File: src/rtl/pmw_pkg.sv
package pmw_pkg;
  localparam int unsigned ADDR_W  = 32;
  localparam int unsigned NUM_WIN = 3;

  typedef enum logic [1:0] {
    CFG_CTRL = 2'd0,
    CFG_BASE = 2'd1,
    CFG_SIZE = 2'd2
  } cfg_sel_e;

  localparam logic [ADDR_W-1:0] LOW_BASE  = 32'h000A_0000;
  localparam logic [ADDR_W-1:0] LOW_SIZE  = 32'h0002_0000;
  localparam logic [ADDR_W-1:0] HIGH_BASE = 32'hFEDA_0000;
  localparam logic [ADDR_W-1:0] HIGH_SIZE = 32'h0002_0000;

  // Half-open interval test written with a subtraction so base+size never overflows.
  function automatic logic in_window(input logic [ADDR_W-1:0] addr,
                                     input logic [ADDR_W-1:0] base,
                                     input logic [ADDR_W-1:0] size);
    return (size != '0) && (addr >= base) && ((addr - base) < size);
  endfunction
endpackage

File: src/rtl/pmw_cfg_regs.sv
module pmw_cfg_regs
  import pmw_pkg::*;
#(
  parameter logic [ADDR_W-1:0] TOP_BASE_RST = 32'h7F00_0000,
  parameter logic [ADDR_W-1:0] TOP_SIZE_RST = 32'h0080_0000
) (
  input  logic              clk,
  input  logic              rst_n,
  input  logic              wr_en,
  input  logic [1:0]        sel,
  input  logic [ADDR_W-1:0] wdata,
  output logic              open_q,
  output logic              lock_q,
  output logic [ADDR_W-1:0] base_q,
  output logic [ADDR_W-1:0] size_q
);
  cfg_sel_e sel_e;
  logic     ctrl_wr, base_wr, size_wr;
  logic     open_d, lock_d;

  assign sel_e   = cfg_sel_e'(sel);
  assign ctrl_wr = wr_en && (sel_e == CFG_CTRL);
  assign base_wr = wr_en && (sel_e == CFG_BASE) && !lock_q;
  assign size_wr = wr_en && (sel_e == CFG_SIZE) && !lock_q;

  always_comb begin
    open_d = open_q;
    lock_d = lock_q;
    if (ctrl_wr) begin
      // once locked, open may only be cleared
      open_d = lock_q ? (open_q & wdata[0]) : wdata[0];
      lock_d = lock_q | wdata[1];
    end
  end

  always_ff @(posedge clk or negedge rst_n) begin
    if (!rst_n) begin
      open_q <= 1'b0;
      lock_q <= 1'b0;
      base_q <= TOP_BASE_RST;
      size_q <= TOP_SIZE_RST;
    end else begin
      open_q <= open_d;
      lock_q <= lock_d;
      if (base_wr) base_q <= wdata;
      if (size_wr) size_q <= wdata;
    end
  end

  a_r8_lock_sticky: assert property (@(posedge clk) disable iff (!rst_n)
    lock_q |=> lock_q);
  a_r8_no_reopen: assert property (@(posedge clk) disable iff (!rst_n)
    (lock_q && !open_q) |=> !open_q);
  a_r9_base_frozen: assert property (@(posedge clk) disable iff (!rst_n)
    lock_q |=> $stable(base_q));
  a_r9_size_frozen: assert property (@(posedge clk) disable iff (!rst_n)
    lock_q |=> $stable(size_q));
endmodule

File: src/rtl/pmw_win_match.sv
module pmw_win_match
  import pmw_pkg::*;
#(
  parameter logic [ADDR_W-1:0] WIN_BASE     = LOW_BASE,
  parameter logic [ADDR_W-1:0] WIN_SIZE     = LOW_SIZE,
  parameter bit                PROGRAMMABLE = 1'b0
) (
  input  logic [ADDR_W-1:0] addr,
  input  logic [ADDR_W-1:0] prog_base,
  input  logic [ADDR_W-1:0] prog_size,
  output logic              hit
);
  generate
    if (PROGRAMMABLE) begin : g_prog
      assign hit = in_window(addr, prog_base, prog_size);
    end else begin : g_fixed
      logic [2*ADDR_W-1:0] unused_prog;
      assign unused_prog = {prog_base, prog_size};
      assign hit = in_window(addr, WIN_BASE, WIN_SIZE);
    end
  endgenerate
endmodule

File: src/rtl/pmw_gate.sv
module pmw_gate
  import pmw_pkg::*;
#(
  parameter int unsigned       DATA_W       = 32,
  parameter logic [ADDR_W-1:0] TOP_BASE_RST = 32'h7F00_0000,
  parameter logic [ADDR_W-1:0] TOP_SIZE_RST = 32'h0080_0000
) (
  input  logic              clk,
  input  logic              rst_n,
  input  logic              acc_valid,
  input  logic              acc_write,
  input  logic [ADDR_W-1:0] acc_addr,
  input  logic              mgmt_mode,
  input  logic              cfg_wr_en,
  input  logic [1:0]        cfg_sel,
  input  logic [ADDR_W-1:0] cfg_wdata,
  output logic              cfg_open,
  output logic              cfg_lock,
  output logic [ADDR_W-1:0] top_base,
  output logic [ADDR_W-1:0] top_size,
  output logic              win_hit,
  output logic              acc_allow,
  output logic              wr_suppress,
  output logic [DATA_W-1:0] rd_subst_data
);
  logic [NUM_WIN-1:0] hits;
  logic               blocked;

  pmw_cfg_regs #(.TOP_BASE_RST(TOP_BASE_RST), .TOP_SIZE_RST(TOP_SIZE_RST)) u_regs (
    .clk    (clk),
    .rst_n  (rst_n),
    .wr_en  (cfg_wr_en),
    .sel    (cfg_sel),
    .wdata  (cfg_wdata),
    .open_q (cfg_open),
    .lock_q (cfg_lock),
    .base_q (top_base),
    .size_q (top_size)
  );

  // window 0: low fixed, 1: high fixed, 2: programmable top
  for (genvar gi = 0; gi < NUM_WIN; gi++) begin : g_win
    pmw_win_match #(
      .WIN_BASE     ((gi == 0) ? LOW_BASE : HIGH_BASE),
      .WIN_SIZE     ((gi == 0) ? LOW_SIZE : HIGH_SIZE),
      .PROGRAMMABLE (gi == 2)
    ) u_match (
      .addr      (acc_addr),
      .prog_base (top_base),
      .prog_size (top_size),
      .hit       (hits[gi])
    );
  end

  assign win_hit       = |hits;
  assign blocked       = win_hit && !mgmt_mode && !cfg_open;
  assign acc_allow     = !blocked;
  assign wr_suppress   = acc_valid && acc_write && blocked;
  assign rd_subst_data = (acc_valid && !acc_write && blocked) ? {DATA_W{1'b1}} : '0;

  a_r5_suppress_needs_hit: assert property (@(posedge clk) disable iff (!rst_n)
    wr_suppress |-> (win_hit && !mgmt_mode && !cfg_open && acc_valid));
  a_r4_fill_only_blocked_read: assert property (@(posedge clk) disable iff (!rst_n)
    (rd_subst_data != '0) |-> (acc_valid && !acc_write && win_hit && !mgmt_mode));
  a_r6_mgmt_passes: assert property (@(posedge clk) disable iff (!rst_n)
    mgmt_mode |-> (acc_allow && !wr_suppress && rd_subst_data == '0));
  a_r7_open_passes: assert property (@(posedge clk) disable iff (!rst_n)
    cfg_open |-> acc_allow);
endmodule

File: config.mk
export PLATFORM = sky130hd
export DESIGN_NAME = pmw_gate
export DESIGN_NICKNAME = d
export VERILOG_FILES = /design/src/rtl/pmw_pkg.sv /design/src/rtl/pmw_cfg_regs.sv /design/src/rtl/pmw_win_match.sv /design/src/rtl/pmw_gate.sv
export SDC_FILE = /design/constraint.sdc
export NUM_CORES = 1
export LEC_CHECK = 0
export BUFFER_PORTS_ARGS = -buffer_cell sky130_fd_sc_hd__buf_2
export CAP_MARGIN = 10
export CELL_PAD_IN_SITES_DETAIL_PLACEMENT = 0
export CELL_PAD_IN_SITES_GLOBAL_PLACEMENT = 1
export CORE_MARGIN = 8
export CORE_UTILIZATION = 34
export DETAILED_ROUTE_END_ITERATION = 12
export HOLD_SLACK_MARGIN = 0.08
export PLACE_DENSITY = 0.87
export SYNTH_ARGS = -nofsm -noshare
export SYNTH_HDL_FRONTEND = slang
export SYNTH_SLANG_ARGS = --single-unit
File: constraint.sdc
create_clock -name clk -period 6.45 [get_ports clk]
set_input_delay 0.3225 -clock clk [delete_from_list [all_inputs] [get_ports clk]]
set_output_delay 0.3225 -clock clk [all_outputs]
set_load 0.005 [all_outputs]
Yosys cells after proc, flatten, opt, wreduce, memory -nomap -nowiden --
Index checks and enable logic that the tools add are counted.
Storage, ports and cells: logic and storage cells 42, output and inout port bits 101, input port bits 72, register bits 66
Cells by class: equal/unequal tests 2, muxes and demuxes 2, add/subtract/negate cells 3, bitwise operators 2, reduce and logical (&&, ||, !) cells 23, magnitude comparators 6
Operator list (number):
- 32-bit by 18-bit less-than comparator with 1-bit output (second input constant) | 2
- 32-bit by 20-bit greater-or-equal comparator with 1-bit output (second input constant) | 1
- 32-bit greater-or-equal comparator | 1
- 32-bit greater-or-equal comparator (second input constant) | 1
- 32-bit less-than comparator | 1
- 32-bit 2-to-1 mux | 1
- 32-bit nonzero test | 1
- 32-bit by 20-bit subtractor with 32-bit output (second input constant) | 1
- 32-bit subtractor | 1
- 32-bit subtractor (second input constant) | 1
- 1-bit logical AND | 15
- 1-bit logical NOT | 5
- 3-bit OR reduction | 1
- 2-bit by 1-bit equality test with 1-bit output (second input constant) | 1
- 2-bit equality test (second input constant) | 1
- 2-bit logical NOT | 1
- 1-bit bitwise AND | 1
- 1-bit 2-to-1 mux | 1
- 1-bit OR | 1

Depth between registers and ports, before layout --
word-level depth 8, mapped depth 21, gate-level depth less buffers 19

Modules after synthesis --
From an unflattened synthesis, not the netlist that was laid out.
Unflattened totals: cells, all modules 652, area total of the unflattened synthesis 6282.3 µm²
Modules (own cells, without submodules):
- pmw_win_match (g_win[2].u_match) | times used 1, area each 2824.0 µm², sequential area each 0.0 µm², cells each 413
- pmw_cfg_regs | times used 1, area each 2803.9 µm², sequential area each 1661.6 µm², cells each 146
- pmw_win_match (g_win[0].u_match) | times used 1, area each 289.0 µm², sequential area each 0.0 µm², cells each 42
- pmw_gate | times used 1, area each 275.3 µm², sequential area each 0.0 µm², cells each 38
- pmw_win_match (g_win[1].u_match) | times used 1, area each 90.1 µm², sequential area each 0.0 µm², cells each 13

Worst setup path after synthesis --
OpenSTA, ideal clock, no wires.
path type flip-flop to output port, start point register u_regs.base_q[9], end point output port rd_subst_data[10], stages on the path, launching flop included 21, data required time 6.128 ns, setup slack -0.161 ns, arrival time 6.289 ns, path buffers 1, cells stage by stage dfrtp_1 inv_1 ha_1 and3_4 and2_4 a221o_1 a41oi_2 nor3_1 or3_1 and2_4 xor2_1 ha_1 a21o_1 a21oi_1 o22ai_1 nor2_1 o21ai_0 a221oi_1 a21oi_1 nor4_1 buf_4
On the way: cells in the longest elaborated chain, start to end 8, elaborated cells between the ends (all ways) 10, classes of those cells 1 x add/sub; 2 x order compare; 1 x mux; 6 x reduce/logical
RTL lines:
- from (decl) | line pmw_cfg_regs.sv:14 | output logic [ADDR_W-1:0] base_q,
- from (signal assigned) | line pmw_cfg_regs.sv:45 | if (base_wr) base_q <= wdata;
- 32-bit subtractor / 32-bit greater-or-equal comparator (equally long branches) | line pmw_pkg.sv:20 | return (size != '0) && (addr >= base) && ((addr - base) < size);
- 32-bit less-than comparator / 1-bit logical AND (equally long branches) | line pmw_pkg.sv:20
- 1-bit logical AND * | line pmw_pkg.sv:20
- 3-bit OR reduction * | line pmw_gate.sv:55 | assign win_hit = |hits;
- 1-bit logical AND * (2 in a row) | line pmw_gate.sv:56 | assign blocked = win_hit && !mgmt_mode && !cfg_open;
- 1-bit logical AND * | line pmw_gate.sv:59 | assign rd_subst_data = (acc_valid && !acc_write && blocked) ? {DATA_W{1'b1}} : '0;
- 32-bit 2-to-1 mux * | line pmw_gate.sv:59
- to (decl) | line pmw_gate.sv:24 | output logic [DATA_W-1:0] rd_subst_data
Every way passes the cells marked *; elsewhere a longest branch is shown, timed or not.

Worst setup path in the final report --
start point register u_regs.base_q[9], end point output port rd_subst_data[25]
The elaborated chain is that of the path after synthesis.

==> results summary <==
Once the clock tree was built, the setup fixing pass inserted 0 buffers. Across the VDD grid, the largest voltage drop is 240 uV. The yosys synthesis warning count came out at 0. Synthesis produced a netlist with a net count of 808. The number of placement rows is 46. The number of global-route vias before repair is 5056. Global routing finished with a remaining overflow of 0. For this run, the share of the core covered by cells in the final layout is 42.5%. The most used flip-flop cell after synthesis is sky130_fd_sc_hd__dfrtp_1.

The share of the clock period used by the worst path is 82.3%. The area of the die came out at 20400 um2. The width of the die is 143 um. The total count of hold-check failures in the final report is 0. The cell taking the most area after synthesis is sky130_fd_sc_hd__dfrtp_1.

The worst setup path is of the flip-flop to primary output kind. Setup repair after global routing left no endpoint under its margin. The die boundary height came out at 143 um. The detailed placer's ending HPWL is 13800 um.

The most repeated cell in the gate-level netlist after synthesis is sky130_fd_sc_hd__nand2_1. The setup slack of the most critical reg-to-reg path is 4670 ps. The number of cells traversed by the worst register-to-register path is 3.

The number of nets in the layout came out at 943. The clock tree from TritonCTS is done. The worst setup path is captured at a primary output. After the first detailed-routing iteration, the DRC count stood at 333.

The via count is 5171. CTS built an H-tree with a depth of 3. The amount of wire on met2 after detailed routing is 7620 um. The worst max-slew margin expressed relative to the limit came out at 40.5%.

The number of buffer cells added on primary ports is 172. The number of clock buffers inserted by TritonCTS is 9. The total area inside the core boundary comes to 15800 um2. In this run, synthesis produced a sequential element count of 66. The worst register-to-register path begins at u_regs.lock_q. The met3 wirelength from detailed routing came out at 1440 um. Setup violations remaining at the end of the flow were counted as 0. The first-pass GRT wire length is 26900 um. In this run the worst hold path is classified as input pin to async pin. The detailed router used layers up to and including met5. The clock latency on the worst-skew pair came out at 350 ps. In the routed layout, each cell is associated on average with a via count of 5.04. Counting every instance in the synthesized netlist gives 671. The synthesized netlist occupies a cell area of 5480 um2.

Counting instances in the post-synthesis netlist gives the leading cell types as sky130_fd_sc_hd__nand2_1, sky130_fd_sc_hd__inv_1, sky130_fd_sc_hd__o21ai_0. The top-level port count came out at 173. The run finished with clean final reports. The data required time of the worst path is 6130 ps.

The post-route clock skew is 7.68 ps. Entering global routing, the biggest net connects 67 pins. Sorting the synthesized cells by area gives the leading types as sky130_fd_sc_hd__dfrtp_1, sky130_fd_sc_hd__ha_1, sky130_fd_sc_hd__o21ai_0.

The number of gates resized after CTS came out at 0. The max-slew violation total from the final report came to 0. The measured slew at the worst slew-check pin came out at 892 ps. The tree is rooted in a sky130_fd_sc_hd__clkbuf_16. The first detailed-routing pass took 5 iterations.

The initial cell density of the core came out at 34.6%. The setup TNS is 0 ps. The clock net in this run drives a total of 66 sinks. The count of cell types in the netlist is 60. The number of hold buffers added after CTS came out at 0.

The initial antenna violation count is 1. Counting flops with an async set or reset pin after synthesis yields a share of 100%. The maximum fanout along the worst path is 32. The final wirelength came out at 17000 um. The sort of element at the start of the critical path is a flip-flop. The time the final worst path needs with I/O delays and setup came out at 5310 ps. The synthesized area per cell came out at 8.16 um2. The number of enable-type register cells in the synthesized netlist is 0. The peak clock frequency supported by timing is 188 MHz. The mean routed wirelength per cell came out at 16.6 um. The combined global-route utilization of all metal layers came out at 16.8%. The data arrival at the endpoint of the critical path is 4990 ps. The power per unit of standard cell area came out at 461 nW/um2.

The number of antenna diodes is 0. Routability-driven placement finished with a final weighted congestion of 0.900. The number of violations of the max-capacitance limit came out at 0. The share of cells above drive strength 1 came out at 26.9%. No sink is reached through more buffers than the 2 on the longest clock path. The final routed DRC violation total came out at 0. The portion of synthesized cell area occupied by the leading cell type came out at 26.5%. The endpoint of the lowest-slack register-to-register path is u_regs.size_q[0]. The post-detailed-route count of antenna-violating nets came out at 0. The sequential share of the synthesized area came out at 30.3%. The layout overhead on the synthesized area came out at 22.8%.

Clock-pin slew was measured on the worst setup and hold paths at 60 ps. The met1 layer wirelength in the final routing is 7740 um. The total leakage power is 3.40 nW.
-- area by class of cell --
class,count,area (um2)
fillers,1647,9100
multi-input cells,473,3250
flip-flops and latches,66,1660
repair buffers,176,891
inverters,80,300
well taps,216,270
clock buffers,11,253
clock inverters,5,100
-- how the worst max path moves through the flow --
| stage | slack, ps | end | startpoint | cells after the start |
|---|---|---|---|---|
| 2_1_floorplan | 870 | rd_subst_data[10] | u_regs.base_q[9] | 20 |
| 3_3_place_gp | 1520 | rd_subst_data[16] | acc_addr[10] | 21 |
| 3_5_place_dp | 1440 | rd_subst_data[8] | acc_addr[0] | 22 |
| 4_1_cts | 1110 | rd_subst_data[8] | u_regs.base_q[0] | 20 |
| 5_1_grt | 700 | rd_subst_data[12] | u_regs.base_q[0] | 20 |
| 6_report | 1140 | rd_subst_data[25] | u_regs.base_q[9] | 21 |
-- where the power goes --
| group | switching [mW] | leakage [nW] | internal, mW |
|---|---|---|---|
| registers | 0.117 | 0.793 | 0.588 |
| logic | 1.01 | 2.43 | 0.798 |
| clock network | 0.192 | 0.176 | 0.397 |
-- placed cells by master, fill, tap and decap left out, types with 3 or more instances in the layout --
cell	n
sky130_fd_sc_hd__a211oi_1	4
sky130_fd_sc_hd__a21o_1	26
sky130_fd_sc_hd__a21oi_1	38
sky130_fd_sc_hd__a31oi_1	7
sky130_fd_sc_hd__and4_1	4
sky130_fd_sc_hd__buf_2	172
sky130_fd_sc_hd__buf_4	4
sky130_fd_sc_hd__bufinv_16	3
sky130_fd_sc_hd__clkbuf_16	9
sky130_fd_sc_hd__dfrtp_1	58
sky130_fd_sc_hd__dfstp_2	8
sky130_fd_sc_hd__ha_1	64
sky130_fd_sc_hd__inv_1	80
sky130_fd_sc_hd__mux2_2	3
sky130_fd_sc_hd__nand2_1	83
sky130_fd_sc_hd__nand2b_1	5
sky130_fd_sc_hd__nand3_1	14
sky130_fd_sc_hd__nand4_1	13
sky130_fd_sc_hd__nor2_1	17
sky130_fd_sc_hd__nor2b_1	3
sky130_fd_sc_hd__nor3_1	8
sky130_fd_sc_hd__nor4_1	12
sky130_fd_sc_hd__o21ai_0	78
sky130_fd_sc_hd__o21ai_1	5
sky130_fd_sc_hd__o21bai_1	7
sky130_fd_sc_hd__o22ai_1	4
sky130_fd_sc_hd__or3_1	5
sky130_fd_sc_hd__xnor2_1	20
sky130_fd_sc_hd__xor2_1	13
-- critical path: stages, from the launching register on --
cell and delay [ps]:
sky130_fd_sc_hd__dfrtp_1 330, sky130_fd_sc_hd__inv_1 60, sky130_fd_sc_hd__ha_1 340, sky130_fd_sc_hd__and3_4 220
sky130_fd_sc_hd__and2_4 160, sky130_fd_sc_hd__a221o_1 300, sky130_fd_sc_hd__a41oi_2 360, sky130_fd_sc_hd__nor3_1 150
sky130_fd_sc_hd__or3_1 410, sky130_fd_sc_hd__and2_4 160, sky130_fd_sc_hd__xor2_1 140, sky130_fd_sc_hd__ha_1 300
sky130_fd_sc_hd__a21o_1 190, sky130_fd_sc_hd__a21oi_1 140, sky130_fd_sc_hd__o22ai_1 100, sky130_fd_sc_hd__nor2_1 80
sky130_fd_sc_hd__o21ai_0 80, sky130_fd_sc_hd__a221oi_1 210, sky130_fd_sc_hd__a21oi_1 230, sky130_fd_sc_hd__nor4_4 240
sky130_fd_sc_hd__buf_4 280, sky130_fd_sc_hd__buf_2 160
-- sequential cells by signal, indices dropped and copies added, names as in the netlist --
register,count
u_regs.base_q,32
u_regs.lock_q,1
u_regs.open_q,1
u_regs.size_q,32
-- routing by layer --
layer  global-route usage (%)  vias up
met5                        0        -
met4                     5.15        2
met3                     4.81       17
met2                     27.0      169
met1                     21.2     2403
li1                         -     2580
-- stage by stage --
stage                     hold slack (ps)  setup slack, ps  power, mW  cell area (um2)  cells
after floorplan                      26.9              871       1.94             5480    671
final                                 186             1140       3.10             6720   1027
after global routing                  200              697       3.41             6720   1027
after detailed placement              512             1440       2.51             6370   1011
after global placement                507             1520       2.49             6370   1011
after CTS                             184             1110       3.13             6720   1027
-- cell families after synthesis --
| kind of cell | count (synthesis) | share of synthesized area [%] |
|---|---|---|
| AOI/OAI and AO/OA | 193 | 21.6 |
| xor gates and xnor gates | 33 | 5.28 |
| adders and majority gates | 65 | 15.0 |
| buffers and inverters | 132 | 11.2 |
| DFF | 66 | 30.3 |
| muxes | 3 | 0.617 |
| and+or+nand+nor | 179 | 16.0 |
(Power assumes the default switching activity.)
